## src/rtl/can_rx_pkg.sv

```systemverilog
package can_rx_pkg;

    localparam int CRC_W      = 15;
    localparam logic [CRC_W-1:0] CRC_POLY = 15'h4599;
    localparam int BASE_ID_W  = 11;
    localparam int EXT_ID_W   = 18;
    localparam int ID_W       = BASE_ID_W + EXT_ID_W;
    localparam int MAX_BYTES  = 8;
    localparam int DATA_W     = MAX_BYTES * 8;
    localparam int DLC_W      = 4;
    localparam int EOF_LEN    = 7;
    localparam int INTER_LEN  = 3;
    localparam int OVLD_DELIM = 8;
    localparam int CNT_W      = 7;

    typedef enum logic [4:0] {
        ST_IDLE, ST_BASE, ST_SRR, ST_IDE, ST_XID, ST_XRTR, ST_R1, ST_R0,
        ST_DLC, ST_DATA, ST_CRC, ST_CDEL, ST_ACK, ST_ADEL, ST_EOF,
        ST_INTER, ST_OVLD
    } rx_state_t;

    typedef struct packed {
        logic [ID_W-1:0]   id;
        logic              ext;
        logic              rtr;
        logic [DLC_W-1:0]  dlc;
        logic [DATA_W-1:0] data;
    } can_frame_t;

    function automatic logic [CRC_W-1:0] crc_step(input logic [CRC_W-1:0] c, input logic b);
        logic fb;
        logic [CRC_W-1:0] n;
        fb = c[CRC_W-1] ^ b;
        n  = {c[CRC_W-2:0], 1'b0};
        return fb ? (n ^ CRC_POLY) : n;
    endfunction

    function automatic logic [DLC_W-1:0] payload_bytes(input logic [DLC_W-1:0] dlc, input logic rtr);
        if (rtr) return '0;
        if (dlc >= DLC_W'(MAX_BYTES)) return DLC_W'(MAX_BYTES);
        return dlc;
    endfunction

endpackage

```

## src/rtl/can_rx_crc.sv

```systemverilog
module can_rx_crc
    import can_rx_pkg::*;
(
    input  logic             clk,
    input  logic             rst,
    input  logic             clr,
    input  logic             en,
    input  logic             din,
    output logic [CRC_W-1:0] crc
);

    always_ff @(posedge clk) begin
        if (rst)
            crc <= '0;
        else if (en)
            crc <= crc_step(clr ? '0 : crc, din);
    end

    // without an enable (stuff bits never enable) the remainder holds
    a_r10_crc_hold: assert property (@(posedge clk) disable iff (rst)
        !en |=> $stable(crc));

endmodule

```

## src/rtl/can_rx_parser.sv

```systemverilog
module can_rx_parser
    import can_rx_pkg::*;
(
    input  logic             clk,
    input  logic             rst,
    input  logic             bit_vld,
    input  logic             bit_val,
    input  logic             bit_stuff,
    input  logic [CRC_W-1:0] crc_calc,
    output logic             crc_clr,
    output logic             crc_en,
    output can_frame_t       frm,
    output logic             frm_vld,
    output logic             ack_drive,
    output logic             sof_det,
    output logic             ovld_det,
    output logic             form_err,
    output logic             crc_err,
    output logic             bus_idle
);

    rx_state_t        st;
    logic [CNT_W-1:0] cnt;
    logic             take, dom, srr_rtr, crc_good;
    logic [CRC_W-1:0] rx_crc;
    logic [DLC_W-1:0] nbytes, dlc_next, nb_next;

    assign take     = bit_vld & ~bit_stuff;
    assign dom      = ~bit_val;
    assign dlc_next = {frm.dlc[DLC_W-2:0], bit_val};
    assign nb_next  = payload_bytes(dlc_next, frm.rtr);
    assign bus_idle = (st == ST_IDLE);

    assign crc_clr = take & dom & ((st == ST_IDLE) |
                     ((st == ST_INTER) & (cnt == CNT_W'(INTER_LEN-1))));
    assign crc_en  = crc_clr | (take & (st inside {ST_BASE, ST_SRR, ST_IDE, ST_XID,
                     ST_XRTR, ST_R1, ST_R0, ST_DLC, ST_DATA}));

    always_ff @(posedge clk) begin
        if (rst) begin
            st <= ST_IDLE; cnt <= '0; frm <= '0; srr_rtr <= 1'b0;
            rx_crc <= '0; crc_good <= 1'b0; nbytes <= '0; ack_drive <= 1'b0;
            frm_vld <= 1'b0; sof_det <= 1'b0; ovld_det <= 1'b0;
            form_err <= 1'b0; crc_err <= 1'b0;
        end else begin
            frm_vld <= 1'b0; sof_det <= 1'b0; ovld_det <= 1'b0;
            form_err <= 1'b0; crc_err <= 1'b0;
            if (take) begin
                cnt <= cnt + 1'b1;
                case (st)
                    ST_IDLE: begin
                        cnt <= '0;
                        if (dom) begin
                            sof_det <= 1'b1; st <= ST_BASE; frm <= '0;
                        end
                    end
                    ST_BASE: begin
                        frm.id[ID_W-1:EXT_ID_W] <= {frm.id[ID_W-2:EXT_ID_W], bit_val};
                        if (cnt == CNT_W'(BASE_ID_W-1)) st <= ST_SRR;
                    end
                    ST_SRR: begin
                        srr_rtr <= bit_val; st <= ST_IDE;
                    end
                    ST_IDE: begin
                        frm.ext <= bit_val; cnt <= '0;
                        if (bit_val) st <= ST_XID;
                        else begin frm.rtr <= srr_rtr; st <= ST_R0; end
                    end
                    ST_XID: begin
                        frm.id[EXT_ID_W-1:0] <= {frm.id[EXT_ID_W-2:0], bit_val};
                        if (cnt == CNT_W'(EXT_ID_W-1)) st <= ST_XRTR;
                    end
                    ST_XRTR: begin frm.rtr <= bit_val; st <= ST_R1; end
                    ST_R1:   st <= ST_R0;
                    ST_R0:   begin st <= ST_DLC; cnt <= '0; end
                    ST_DLC: begin
                        frm.dlc <= dlc_next;
                        if (cnt == CNT_W'(DLC_W-1)) begin
                            nbytes <= nb_next; cnt <= '0;
                            st <= (nb_next == '0) ? ST_CRC : ST_DATA;
                        end
                    end
                    ST_DATA: begin
                        frm.data[{cnt[5:3], ~cnt[2:0]}] <= bit_val;
                        if (cnt == ({nbytes, 3'b000} - 7'd1)) begin
                            cnt <= '0; st <= ST_CRC;
                        end
                    end
                    ST_CRC: begin
                        rx_crc <= {rx_crc[CRC_W-2:0], bit_val};
                        if (cnt == CNT_W'(CRC_W-1)) st <= ST_CDEL;
                    end
                    ST_CDEL: begin
                        if (dom) begin
                            form_err <= 1'b1; st <= ST_IDLE;
                        end else begin
                            crc_good  <= (rx_crc == crc_calc);
                            ack_drive <= (rx_crc == crc_calc);
                            crc_err   <= (rx_crc != crc_calc);
                            st <= ST_ACK;
                        end
                    end
                    ST_ACK: begin ack_drive <= 1'b0; st <= ST_ADEL; end
                    ST_ADEL: begin
                        cnt <= '0;
                        if (dom) begin form_err <= 1'b1; st <= ST_IDLE; end
                        else st <= ST_EOF;
                    end
                    ST_EOF: begin
                        if (dom) begin
                            form_err <= 1'b1; st <= ST_IDLE;
                        end else if (cnt == CNT_W'(EOF_LEN-1)) begin
                            frm_vld <= crc_good; st <= ST_INTER; cnt <= '0;
                        end
                    end
                    ST_INTER: begin
                        if (dom) begin
                            cnt <= '0;
                            if (cnt == CNT_W'(INTER_LEN-1)) begin
                                sof_det <= 1'b1; st <= ST_BASE; frm <= '0;
                            end else begin
                                ovld_det <= 1'b1; st <= ST_OVLD;
                            end
                        end else if (cnt == CNT_W'(INTER_LEN-1)) begin
                            st <= ST_IDLE;
                        end
                    end
                    ST_OVLD: begin
                        if (dom) cnt <= '0;
                        else if (cnt == CNT_W'(OVLD_DELIM-1)) begin
                            st <= ST_INTER; cnt <= '0;
                        end
                    end
                    default: st <= ST_IDLE;
                endcase
            end
        end
    end

    // a stuff-marked strobe leaves the parser where it was
    a_r10_stuff_ignored: assert property (@(posedge clk) disable iff (rst)
        (bit_vld && bit_stuff) |=> ($stable(st) && $stable(cnt)));
    // start-of-frame only from idle or intermission
    a_r1_sof_origin: assert property (@(posedge clk) disable iff (rst)
        sof_det |-> ($past(st) == ST_IDLE || $past(st) == ST_INTER));
    // acknowledge request only rises out of the CRC delimiter
    a_r6_ack_origin: assert property (@(posedge clk) disable iff (rst)
        $rose(ack_drive) |-> $past(st) == ST_CDEL);
    // a CRC mismatch never comes with an acknowledge request
    a_r5_no_ack_on_crc_err: assert property (@(posedge clk) disable iff (rst)
        crc_err |-> !ack_drive);
    // event pulses are mutually exclusive
    a_r8_pulse_excl: assert property (@(posedge clk) disable iff (rst)
        $onehot0({frm_vld, sof_det, ovld_det, form_err, crc_err}));

endmodule

```

## src/rtl/can_frame_rx.sv

```systemverilog
module can_frame_rx
    import can_rx_pkg::*;
(
    input  logic              clk,
    input  logic              rst,
    input  logic              bit_vld,
    input  logic              bit_val,
    input  logic              bit_stuff,
    output logic              frm_vld,
    output logic [ID_W-1:0]   frm_id,
    output logic              frm_ext,
    output logic              frm_rtr,
    output logic [DLC_W-1:0]  frm_dlc,
    output logic [DATA_W-1:0] frm_data,
    output logic              ack_drive,
    output logic              sof_det,
    output logic              ovld_det,
    output logic              form_err,
    output logic              crc_err,
    output logic              bus_idle
);

    logic             crc_clr, crc_en;
    logic [CRC_W-1:0] crc_calc;
    can_frame_t       frm;

    can_rx_crc u_crc (
        .clk (clk), .rst (rst), .clr (crc_clr), .en (crc_en),
        .din (bit_val), .crc (crc_calc)
    );

    can_rx_parser u_parser (
        .clk (clk), .rst (rst), .bit_vld (bit_vld), .bit_val (bit_val),
        .bit_stuff (bit_stuff), .crc_calc (crc_calc), .crc_clr (crc_clr),
        .crc_en (crc_en), .frm (frm), .frm_vld (frm_vld),
        .ack_drive (ack_drive), .sof_det (sof_det), .ovld_det (ovld_det),
        .form_err (form_err), .crc_err (crc_err), .bus_idle (bus_idle)
    );

    assign frm_id   = frm.id;
    assign frm_ext  = frm.ext;
    assign frm_rtr  = frm.rtr;
    assign frm_dlc  = frm.dlc;
    assign frm_data = frm.data;

endmodule

```

## config.mk

```make
export PLATFORM = sky130hd
export DESIGN_NAME = can_frame_rx
export DESIGN_NICKNAME = d
export VERILOG_FILES = /design/src/rtl/can_rx_pkg.sv /design/src/rtl/can_rx_crc.sv /design/src/rtl/can_rx_parser.sv /design/src/rtl/can_frame_rx.sv
export SDC_FILE = /design/constraint.sdc
export NUM_CORES = 1
export LEC_CHECK = 0
export ABC_AREA = 0
export BUFFER_PORTS_ARGS = -buffer_cell sky130_fd_sc_hd__buf_2
export CORE_ASPECT_RATIO = 1.5
export CORE_MARGIN = 2
export CORE_UTILIZATION = 45
export DETAILED_ROUTE_END_ITERATION = 12
export GPL_ROUTABILITY_DRIVEN = 0
export PLACE_DENSITY = 0.65
export SLEW_MARGIN = 10
export SYNTH_ARGS = -nofsm -noshare
export SYNTH_HDL_FRONTEND = slang
export SYNTH_HIERARCHICAL = 1
export SYNTH_SLANG_ARGS = --single-unit
```

## constraint.sdc

```tcl
create_clock -name clk -period 7.95 [get_ports clk]
set_input_delay 0.3975 -clock clk [delete_from_list [all_inputs] [get_ports clk]]
set_output_delay 0.3975 -clock clk [all_outputs]
set_load 0.01 [all_outputs]
```

Word level (Yosys, flattened, before mapping)
Index checks and enable logic that the tools add are counted.
- output and inout port bits: 106
- bits in registers: 153
- input bits: 5
- magnitude comparators: 3
- $add $sub $neg: 2
- bitwise operators: 18
- reductions and logical operators: 30
- equal/unequal tests: 40
- mux-type cells: 55
- operators with widths (kind ; count):
    two-way mux 99 bit ; 3
    one-hot mux 64 bit (3 select lines) ; 1
    one-hot mux 5 bit (17 select lines) ; 1
    two-way mux 5 bit ; 13
    bitwise mux 64 bit ; 1
    one-hot mux 18 bit (3 select lines) ; 1
    two-way mux 7 bit ; 7
    one-hot mux 7 bit (6 select lines) ; 1
    equality test 5 x 4 -> 1 bit, second input constant ; 8
    one-hot mux 11 bit (3 select lines) ; 1
    two-way mux 15 bit ; 2
    AND reduction 5 bit ; 5
    two-way mux 4 bit ; 6
    equality test 5 x 3 -> 1 bit, second input constant ; 4
    != test 2 bit, second input constant ; 10
    equality test 15 bit ; 1
    != test 15 bit ; 1
    nonzero test 3 bit ; 5
    equality test 7 x 2 -> 1 bit, second input constant ; 2
    equality test 7 x 3 -> 1 bit, second input constant ; 2
    equality test 7 x 4 -> 1 bit, second input constant ; 2
    one-hot mux 4 bit (3 select lines) ; 1
    OR reduction 4 bit ; 3
    AND reduction 11 bit ; 1
    other kinds (37) ; 66

Logic depth before layout (Yosys ltp)
Gate-level depths: netlist of run 1.
- depth after elaboration: 9
- gate-level depth with buffers: 15

By module
Netlist of run 1, hierarchy kept.
- by module, submodules not included (module ; instances ; sequential area each (µm²) ; area an instance (µm²) ; cells each):
    can_rx_parser ; 1 ; 2762.6 ; 6812.8 ; 899
    can_rx_crc ; 1 ; 300.3 ; 757.0 ; 86

Worst setup path after synthesis of run 1
OpenSTA, ideal clock, no wires.
- kind: register to register
- from: register u_parser.cnt[0]
- to: register u_crc.crc[10]
- data required time: 7830 ps
- stages on the path, launching flop included: 15
- path buffers: 3
- arrival time: 2611 ps
- period minus slack after synthesis: 2731 ps
- slack: 5219 ps
- cell sequence: dfxtp_1 > inv_1 > ha_1 > nor4b_4 > nand4_1 > a21o_1 > or2_1 > clkbuf_1 > clkbuf_1 > inv_1 > buf_4 > nor2b_4 > xnor2_4 > mux2i_1 > o21ai_1
- word-level cells in the longest chain between the ends: 7
- ends and longest elaborated chain (what ; line ; RTL):
    from (decl) ; can_rx_parser.sv:23 ; logic [CNT_W-1:0] cnt;
    from (signal assigned) ; can_rx_parser.sv:49 ; cnt <= cnt + 1'b1;
    equality test 7 x 2 -> 1 bit * ; can_rx_parser.sv:35 ; ((st == ST_INTER) & (cnt == CNT_W'(INTER_LEN-1))));
    bitwise AND 1 bit * ; can_rx_parser.sv:35 ;
    bitwise OR 1 bit * ; can_rx_parser.sv:34 ; assign crc_clr = take & dom & ((st == ST_IDLE) |
    bitwise AND 1 bit * ; can_rx_parser.sv:34 ;
    via crc_clr ; can_frame_rx.sv:23 ; logic crc_clr, crc_en;
    two-way mux 15 bit ; can_rx_crc.sv:16 ; crc <= crc_step(clr ? '0 : crc, din);
    bitwise XOR 1 bit or NOT 7 bit (tied branches) ; n/a ;
    two-way mux 15 bit ; can_rx_pkg.sv:35 ; return fb ? (n ^ CRC_POLY) : n;
    to (signal assigned) ; can_rx_crc.sv:16 ;
    to (decl) ; can_rx_crc.sv:9 ; output logic [CRC_W-1:0] crc
The timed path passes the listed nets; every way through them passes the cells marked *.
A chain may end at the register's enable or synchronous reset.

Final worst setup path of run 1
- from: register u_parser.cnt[0]
- to: register u_crc.crc[8]
Same word-level chain as after synthesis.

==> metrics.txt, run 1 <==
Slew headroom 0.245; Yosys warning total 6; sequential share of the synthesized area 0.405; PostCTS Resize Cnt 0; type of origin of the critical path flop; Synth Cell Area 7570 µm²; initial antenna violation count 0; crit end category flop; Max stage delay on crit path 430 ps; core area 16,600 µm²; synth-to-layout area growth 15.5%; Synth Flop Type dfxtp_1; crit-path max FO 33; hpwl dp 13,500 µm; most used cell, CP inv_1; clock buffer depth 2; Power Dens Cells 207 nW/µm²; synthesized net count 994; Skew-Pair Late Insertion Delay 430 ps; VDD IR-drop max 0.000145 V; met1 Use GR 0.293; total design power 1.81 mW; clk slew on worst S/H paths 70 ps; Die ar. 17,900 µm²; Root Driver clkbuf_16; DIE HEIGHT 163 µm; slew of the pin with the lowest slew margin 1130 ps; WP data arrival 3700 ps; n_diodes 0; I/O pins 111; leakage power 3.50 nW; syn_area_per_cell 7.69 µm²; crit-path leading delay family simple AND/OR/NAND/NOR gates; commonest non-fill, non-tap cells in the layout a21oi_1 (153), dfxtp_1 (153), nor2_1 (121), buf_2 (109), nor3_1 (73); CTS tree yes; kind of critical path reg -> reg; Netlist cell types 67; vias in the first global route 6,692; Tmin final 3410 ps; clock sink count 153; outcome finished, final reports clean; remaining routing DRC violations 0; CP cell instances inv_1 > ha_1 > nor4b_4 > nand4_1 > a21o_1 > or2_1 > buf_4 > inv_1 > nor2b_4 > xnor2_4 > mux2i_1 > o21ai_1; Cells after Synth 985; final antenna-violating net count 0; max-slew violations 0; setup tns final 0 ps; H-tree Lvls 4; CP max stage cell dfxtp_1; Setup Skew 11.1 ps; Hold Buf Count CTS 0; Routed WL 20,800 µm; I/O Buffers 110; average via count per standard cell 5.72; EDFF count, synth 0; Starting DRT DRC Count 350; Remaining Overflow, GRT 0; pin count of the biggest net entering global routing 84; Synth async-reset ratio 0; routing usage on met3 0.0508; Period Utilization, post-route 0.429; Worst Path Required 8240 ps; Fin Hold WS 462 ps; Max-Cap Viols 0; endpoints failing setup 0; drt first pass iters 5; total setup buffers inserted after CTS 0; Buf+Inv Stages, Crit Path 3; Num CTS Buffers 17; drt wl/cell 16.6 µm; number of cell rows 58; DIE WIDTH 110 µm; GRT busiest layer met2; first-pass GRT wire length 33,800 µm; Nets 1,042; Initial Util 0.456; HP Class reg -> reg; total track usage 0.237; Max Clk Rate 293 MHz; #FFs+latches synth 153; Vias 7,186; Hold Vio Cnt, Final 0; RSZ-0062 raised after global routing false; layout cells sized above 1 0.168; met2 usage 0.392
-- sequential cells by signal, summed over array words and instances (netlist names) --
name and flops:
u_crc/crc 15, u_parser/ack_drive 1, u_parser/cnt 7, u_parser/crc_err 1, u_parser/crc_good 1, u_parser/form_err 1, u_parser/frm 99, u_parser/frm_vld 1
u_parser/nbytes 4, u_parser/ovld_det 1, u_parser/rx_crc 15, u_parser/sof_det 1, u_parser/srr_rtr 1, u_parser/st 5
-- worst paths after layout --
check | start | end | slack (ps) | depth (start not counted)
worst max-delay path | u_parser/cnt[0]$_SDFFE_PP0P_ | u_crc/crc[8]$_SDFFE_PP0P_ | 4540 | 12
worst min register to register | u_parser/crc_good$_SDFFE_PP0P_ | u_parser/frm_vld$_SDFF_PP0_ | 460 | 2
worst min-delay path | u_parser/crc_good$_SDFFE_PP0P_ | u_parser/frm_vld$_SDFF_PP0_ | 460 | 2
worst max register to register | u_parser/cnt[0]$_SDFFE_PP0P_ | u_crc/crc[8]$_SDFFE_PP0P_ | 4540 | 12
-- final cells by class --
type,count,area [µm²]
clock buffer,17,425
clock inverter,15,181
fill,1637,7880
inverter,11,41.3
multi-input combinational,727,4120
sequential,153,3060
tap,210,263
timing repair buffer,123,651
-- layer usage --
metal / vias up / part of all wire
li1: 3595 / -
met4: 0 / 0.028
met2: 230 / 0.50
met5: - / 0
met3: 42 / 0.057
met1: 3319 / 0.41
-- cell usage after synthesis, types with 6 or more instances --
master / n / area, µm²
nand4_1: 21 / 131
nor2b_1: 7 / 43.8
inv_1: 10 / 37.5
nand2_1: 55 / 206
xnor2_1: 23 / 201
o21ai_0: 18 / 90.1
mux2i_1: 21 / 210
dfxtp_1: 153 / 3060
and3_1: 10 / 62.6
nor3b_1: 8 / 60.1
nor3_1: 77 / 385
nand3_1: 53 / 265
nand2b_1: 23 / 144
clkbuf_1: 78 / 293
nor4_1: 6 / 37.5
a21oi_1: 153 / 766
buf_2: 10 / 50.1
or3_1: 8 / 50.1
a31oi_1: 45 / 282
nor2_1: 121 / 454
o21ai_1: 9 / 45.0
-- cell families (layout without fill, tap and decap cells) --
| kind of cell | after synthesis | in the layout | synth area share |
|---|---|---|---|
| buf+inv | 105 | 166 | 0.0547 |
| xor+xnor | 28 | 28 | 0.0349 |
| simple gates | 414 | 414 | 0.272 |
| compound gates | 258 | 258 | 0.197 |
| mux | 23 | 23 | 0.0307 |
| fa+ha+maj | 4 | 4 | 0.00661 |
| flops | 153 | 153 | 0.405 |
-- worst reg2reg max path: cells and delay by family (launching register included) --
kind,cells,cell delay [ps]
DFF,1,430
buffers and inverters,3,820
xor gates and xnor gates,1,290
and+or+nand+nor,4,900
adders and majority gates,1,190
AOI/OAI and AO/OA,2,390
muxes,1,240
-- stage by stage --
step | std cells | utilization | setup slack (ps) | area (µm²)
final | 1256 | 0.526 | 4540 | 8740
after global routing | 1256 | 0.526 | 4250 | 8740
after CTS | 1256 | 0.526 | 4560 | 8740
after detailed placement | 1224 | 0.490 | 4570 | 8140
after global placement | 1224 | 0.490 | 4580 | 8140
after floorplan | 985 | - | 5220 | 7570
-- power breakdown --
group	internal, mW	total, mW	switching, mW
combinational	0.0596	0.182	0.123
sequential	0.774	0.794	0.0206
clock	0.476	0.834	0.358
(Power assumes the default switching activity.)
==> run 2, diff against run 1 <==
Settings changed: PLACE_DENSITY 0.65 to 0.68.
Clock period 7.95 ns to 3.1 ns, I/O delays scaled along.
==> run 2 against run 1 <==
Against the previous run: sequential share of layout area shrank 0.66 points; total power grew to 2.5 times the previous value; clock power rose by 140%; flip-flop and latch count unchanged; setup slack lost 4200 ps; non-clock buffer count grew 27; combinational power grew to 2.9 times the previous value; via count rose by 3.1%; critical path type unchanged; clock skew rose by 4.6 ps; critical endpoint is now u_crc/crc[4]$_SDFFE_PP0P_; maximum frequency grew 22%.
==> metrics.txt, run 2 (synthesis gave the netlist of run 1 again) <==
remaining routing DRC violations 0; commonest non-fill, non-tap cells in the layout a21oi_1 (153), dfxtp_1 (153), nor2_1 (121), buf_2 (109), nor3_1 (74); Starting DRT DRC Count 430; Max stage delay on crit path 380 ps; clock buffer depth 2; Reg2Reg Setup Slack 300 ps; crit-path max FO 14; reg2reg path depth 12; kind of critical path reg -> reg; Hold Vio Cnt, Final 0; Vias 7,412; n_diodes 0; Largest register FFs 99; HP Class in -> reg; Tmin final 2800 ps; pre-CTS setup slack 390 ps; end point of the worst hold path u_parser/rx_crc[9]$_SDFFE_PP0P_; leakage power 3.62 nW; outcome finished, final reports clean; Placed Area 8330 µm²; Slew headroom 0.258; layout cells sized above 1 0.187; max-slew violations 0; Remaining Overflow, GRT 0; drt wl/cell 16.3 µm; average via count per standard cell 5.78; Hold Buf Count CTS 0; RSZ-0062 raised after global routing false; most used cell, CP inv_1; setup tns final 0 ps; crit end category flop; Buf+Inv Stages, Crit Path 4; min-delay src rst; Worst R2R End u_crc/crc[4]$_SDFFE_PP0P_; Worst Path Required 3450 ps; endpoints failing setup 0; Skew-Pair Late Insertion Delay 420 ps; total design power 4.57 mW; VDD IR-drop max 0.000318 V; Max-Cap Viols 0; Worst path depth 12; total setup buffers inserted after CTS 0; biggest regs u_parser/frm x99, u_crc/crc x15, u_parser/rx_crc x15; synth-to-layout area growth 17.7%; first-pass GRT wire length 34,700 µm; Hold Path Depth 2; hpwl dp 14,000 µm; Initial Util 0.456; Die ar. 17,900 µm²; number of cell rows 58; initial antenna violation count 0; final antenna-violating net count 0; Period Utilization, post-route 0.902; I/O Buffers 110; pin count of the biggest net entering global routing 65; Num CTS Buffers 17; drt first pass iters 6; DIE WIDTH 110 µm; clk slew on worst S/H paths 70 ps; Largest Register u_parser/frm; DIE HEIGHT 163 µm; Routed WL 20,900 µm; crit-path leading delay family simple AND/OR/NAND/NOR gates; Nets 1,069; PostCTS Resize Cnt 0; core area 16,600 µm²; H-tree Lvls 4; slew of the pin with the lowest slew margin 1110 ps; CTS tree yes; WP data arrival 3140 ps; CP max stage cell nor4b_4; I/O pins 111; CP cell instances inv_1 > ha_1 > nor4b_4 > nand4_1 > a21o_1 > or2_1 > inv_1 > buf_4 > inv_1 > a21oi_1 > mux2i_1 > o21ai_1; Setup Skew 15.7 ps; reg2reg start u_parser/cnt[0]$_SDFFE_PP0P_; Power Dens Cells 513 nW/µm²; vias in the first global route 6,912; Root Driver clkbuf_16; Fin Hold WS 205 ps; Setup WS post-layout 303 ps; Max Clk Rate 358 MHz; type of origin of the critical path flop; clock sink count 153; post-route cell area 8910 µm²; total track usage 0.239
[run 2: cell types whose count changed in the layout (fill, tap and decap cells not counted), sizes merged]
cell,change
buf,+27
clkbuf,+2
inv,-1
bufinv,-1
[run 2: stage by stage]
step                cells   util
global route         1283  0.536
global placement     1251  0.501
CTS                  1283  0.536
floorplan             985      -
finish               1283  0.536
detailed placement   1251  0.501
[run 2: power breakdown]
part / switching (mW) / internal, mW
combinational: 0.347 / 0.175
clock: 0.881 / 1.15
sequential: 0.0296 / 1.98
[run 2: how the worst max path moves through the flow]
stage | from | to | slack, ps
2_1_floorplan | u_parser/cnt[0]$_SDFFE_PP0P_ | u_crc/crc[10]$_SDFFE_PP0P_ | 370
4_1_cts | u_parser/cnt[0]$_SDFFE_PP0P_ | u_crc/crc[4]$_SDFFE_PP0P_ | 350
3_3_place_gp | u_parser/cnt[0]$_SDFFE_PP0P_ | u_parser/frm[81]$_SDFFE_PP0P_ | 470
3_5_place_dp | u_parser/cnt[0]$_SDFFE_PP0P_ | u_crc/crc[4]$_SDFFE_PP0P_ | 390
5_1_grt | u_parser/cnt[0]$_SDFFE_PP0P_ | u_crc/crc[4]$_SDFFE_PP0P_ | 70
6_report | u_parser/cnt[0]$_SDFFE_PP0P_ | u_crc/crc[4]$_SDFFE_PP0P_ | 300
[run 2: routing by layer]
layer / vias to the layer above / GRT usage / routed length (µm)
li1: 3646 / - / -
met1: 3472 / 0.308 / 8820
met2: 263 / 0.388 / 10300
met3: 31 / 0.0532 / 1420
met4: 0 / 0.0875 / 433
met5: - / 0 / 0
[run 2: cell type report]
class / instances / area, µm²
Clock buffer: 19 / 443
Clock inverter: 13 / 134
Fill cell: 1556 / 7710
Inverter: 11 / 41.3
Multi-Input combinational cell: 727 / 4110
Sequential cell: 153 / 3060
Tap cell: 210 / 263
Timing Repair Buffer: 150 / 853
==> run 3, diff against run 2 <==
Clock period 3.1 ns to 2.3 ns, I/O delays scaled along.
==> run 3 against run 2 <==
Against the previous run: the flow now finishes with violations (setup timing); sequential share of layout area decreased by 2.4 points; cell count increased by 4.5%; hold slack worse by 98 ps; clock-buffer cell count fell by 1; first-iteration DRC count is 20% higher.
==> metrics.txt, run 3 (synthesis gave the netlist of run 1 again) <==
outcome complete, but fails checks; failing checks setup timing; Max stage delay on crit path 360 ps; n_diodes 0; reg2reg start u_parser/cnt[0]$_SDFFE_PP0P_; end point of the worst hold path u_parser/srr_rtr$_SDFFE_PP0P_; DIE WIDTH 110 µm; DIE HEIGHT 163 µm; clock sink count 153; Max Clk Rate 430 MHz; crit-path max FO 6; Vias 7,753; Starting DRT DRC Count 515; Placed Area 8780 µm²; crit end category flop; pre-CTS setup slack 32.9 ps; endpoints failing setup 5; core area 16,600 µm²; Period Utilization, post-route 1.01; total design power 6.62 mW; fill count 1,509; Slew headroom 0.563; Largest register FFs 99; CP cell instances inv_4 > ha_4 > nor4b_4 > nand4_1 > a21o_1 > or2_1 > inv_2 > buf_6 > nor2b_4 > xnor2_4 > mux2i_1 > o21ai_1; crit-path leading delay family simple AND/OR/NAND/NOR gates; Power Dens Cells 689 nW/µm²; Hold Buf Count CTS 0; first-pass GRT wire length 36,000 µm; I/O pins 111; Initial Util 0.456; remaining routing DRC violations 0; Largest Register u_parser/frm; Routed WL 22,700 µm; vias in the first global route 7,025; total track usage 0.249; Remaining Overflow, GRT 0; VDD IR-drop max 0.000478 V; reg2reg path depth 12; Skew-Pair Late Insertion Delay 420 ps; Multi-input gate area 4210 µm²; share of total power in combinational logic 0.132; Nets 1,127; Reg area 3070 µm²; Worst Path Required 2590 ps; Num CTS Buffers 17; pin count of the biggest net entering global routing 75; Reg2Reg Setup Slack -30 ps; Worst R2R End u_crc/crc[7]$_SDFFE_PP0P_; average via count per standard cell 5.78; min-delay src bit_val; CP max stage cell dfxtp_4; initial antenna violation count 0; hpwl dp 15,000 µm; max-slew violations 0; Die ar. 17,900 µm²; type of origin of the critical path flop; Setup Skew 15.4 ps; Internal Dissipation 4.80 mW; CTS tree yes; setup tns final -93.2 ps; Setup WS post-layout -25.9 ps; H-tree Lvls 4; post-route cell area 9600 µm²; most common cell after layout, fill and taps aside a21oi_1; final core occ 0.577; final antenna-violating net count 0; Buf+Inv Stages, Crit Path 3; WP data arrival 2610 ps; Root Driver clkbuf_16; Reg power frac 0.410; Hold Path Depth 3; HP Class in -> reg; Psw 1.81 mW; kind of critical path reg -> reg; sw frac 0.274; RSZ-0062 raised after global routing true; Max-Cap Viols 0; leakage power 3.97 nW; layout cells sized above 1 0.248; drt wl/cell 17.0 µm; Tmin final 2330 ps; number of cell rows 58; drt first pass iters 6; slew of the pin with the lowest slew margin 650 ps; clock buffer depth 2; synth-to-layout area growth 26.8%; I/O Buffers 110; clk slew on worst S/H paths 70 ps; clock share of power 0.458; commonest non-fill, non-tap cells in the layout a21oi_1 (152), dfxtp_1 (151), nor2_1 (120), buf_2 (110), buf_4 (87); biggest regs u_parser/frm x99, u_crc/crc x15, u_parser/rx_crc x15; Hold Vio Cnt, Final 0
-- run 3: cell types whose count changed in the layout (fill, tap and decap cells not counted), sizes merged --
cell      delta
clkinv       -2
clkinvlp     +2
clkbuf       -1
bufinv       +2
buf         +56
o211a        +1
-- run 3: repair_timing --
| action | 4_1_cts | 5_1_grt |
|---|---|---|
| buffers inserted | 0 | 9 |
| gates resized for setup | 0 | 23 |
| setup endpoints to repair | 0 | 75 |
-- run 3: worst register-to-register path: cells and delay by family, from the launching register on --
| family | cells | cell delay, ps |
|---|---|---|
| and+or+nand+nor | 4 | 690 |
| DFF | 1 | 360 |
| AOI/OAI and AO/OA | 2 | 330 |
| xor gates and xnor gates | 1 | 270 |
| muxes | 1 | 230 |
| buffers and inverters | 3 | 220 |
| adders and majority gates | 1 | 110 |
-- run 3: metrics by stage --
stage	hold slack, ps	cells
2_1_floorplan	211	985
3_3_place_gp	448	1297
3_5_place_dp	437	1297
4_1_cts	91.6	1329
5_1_grt	126	1341
6_report	107	1341
-- run 3: routing by layer --
layer | GRT usage | vias up | routed length [µm]
li1 | - | 3774 | -
met1 | 0.310 | 3634 | 9260
met2 | 0.429 | 298 | 11700
met3 | 0.0376 | 47 | 1180
met4 | 0.0903 | 0 | 580
met5 | 0 | - | 0
-- run 3: power groups by stage --
| stage | clock network, mW | registers [mW] | logic [mW] |
|---|---|---|---|
| finish | 3.03 | 2.71 | 0.874 |
| global route | 3.19 | 2.71 | 0.938 |
| CTS | 3.09 | 2.71 | 0.808 |
| detailed placement | 0 | 2.77 | 0.803 |
| global placement | 0 | 2.77 | 0.801 |
| floorplan | 0 | 2.75 | 0.530 |
-- run 3: how the worst max path moves through the flow --
stage	startpoint	to	slack, ps	cells past startpoint
finish	u_parser/cnt[0]$_SDFFE_PP0P_	u_crc/crc[7]$_SDFFE_PP0P_	-30	12
global route	u_parser/cnt[0]$_SDFFE_PP0P_	u_crc/crc[7]$_SDFFE_PP0P_	-160	12
CTS	u_parser/cnt[0]$_SDFFE_PP0P_	u_parser/st[2]$_SDFFE_PP0P_	6	10
detailed placement	u_parser/cnt[0]$_SDFFE_PP0P_	u_parser/st[3]$_SDFFE_PP0P_	30	10
global placement	u_parser/cnt[0]$_SDFFE_PP0P_	u_parser/st[2]$_SDFFE_PP0P_	40	7
floorplan	u_parser/cnt[0]$_SDFFE_PP0P_	u_crc/crc[10]$_SDFFE_PP0P_	-240	14
-- run 3: final cells by class --
cell class                      count  area share
Clock buffer                       18      0.0458
Clock inverter                     14      0.0209
Inverter                           11     0.00495
Multi-Input combinational cell    728       0.439
Sequential cell                   153       0.320
Tap cell                          210      0.0274
Timing Repair Buffer              206       0.141
Timing Repair inverter              1    0.000782
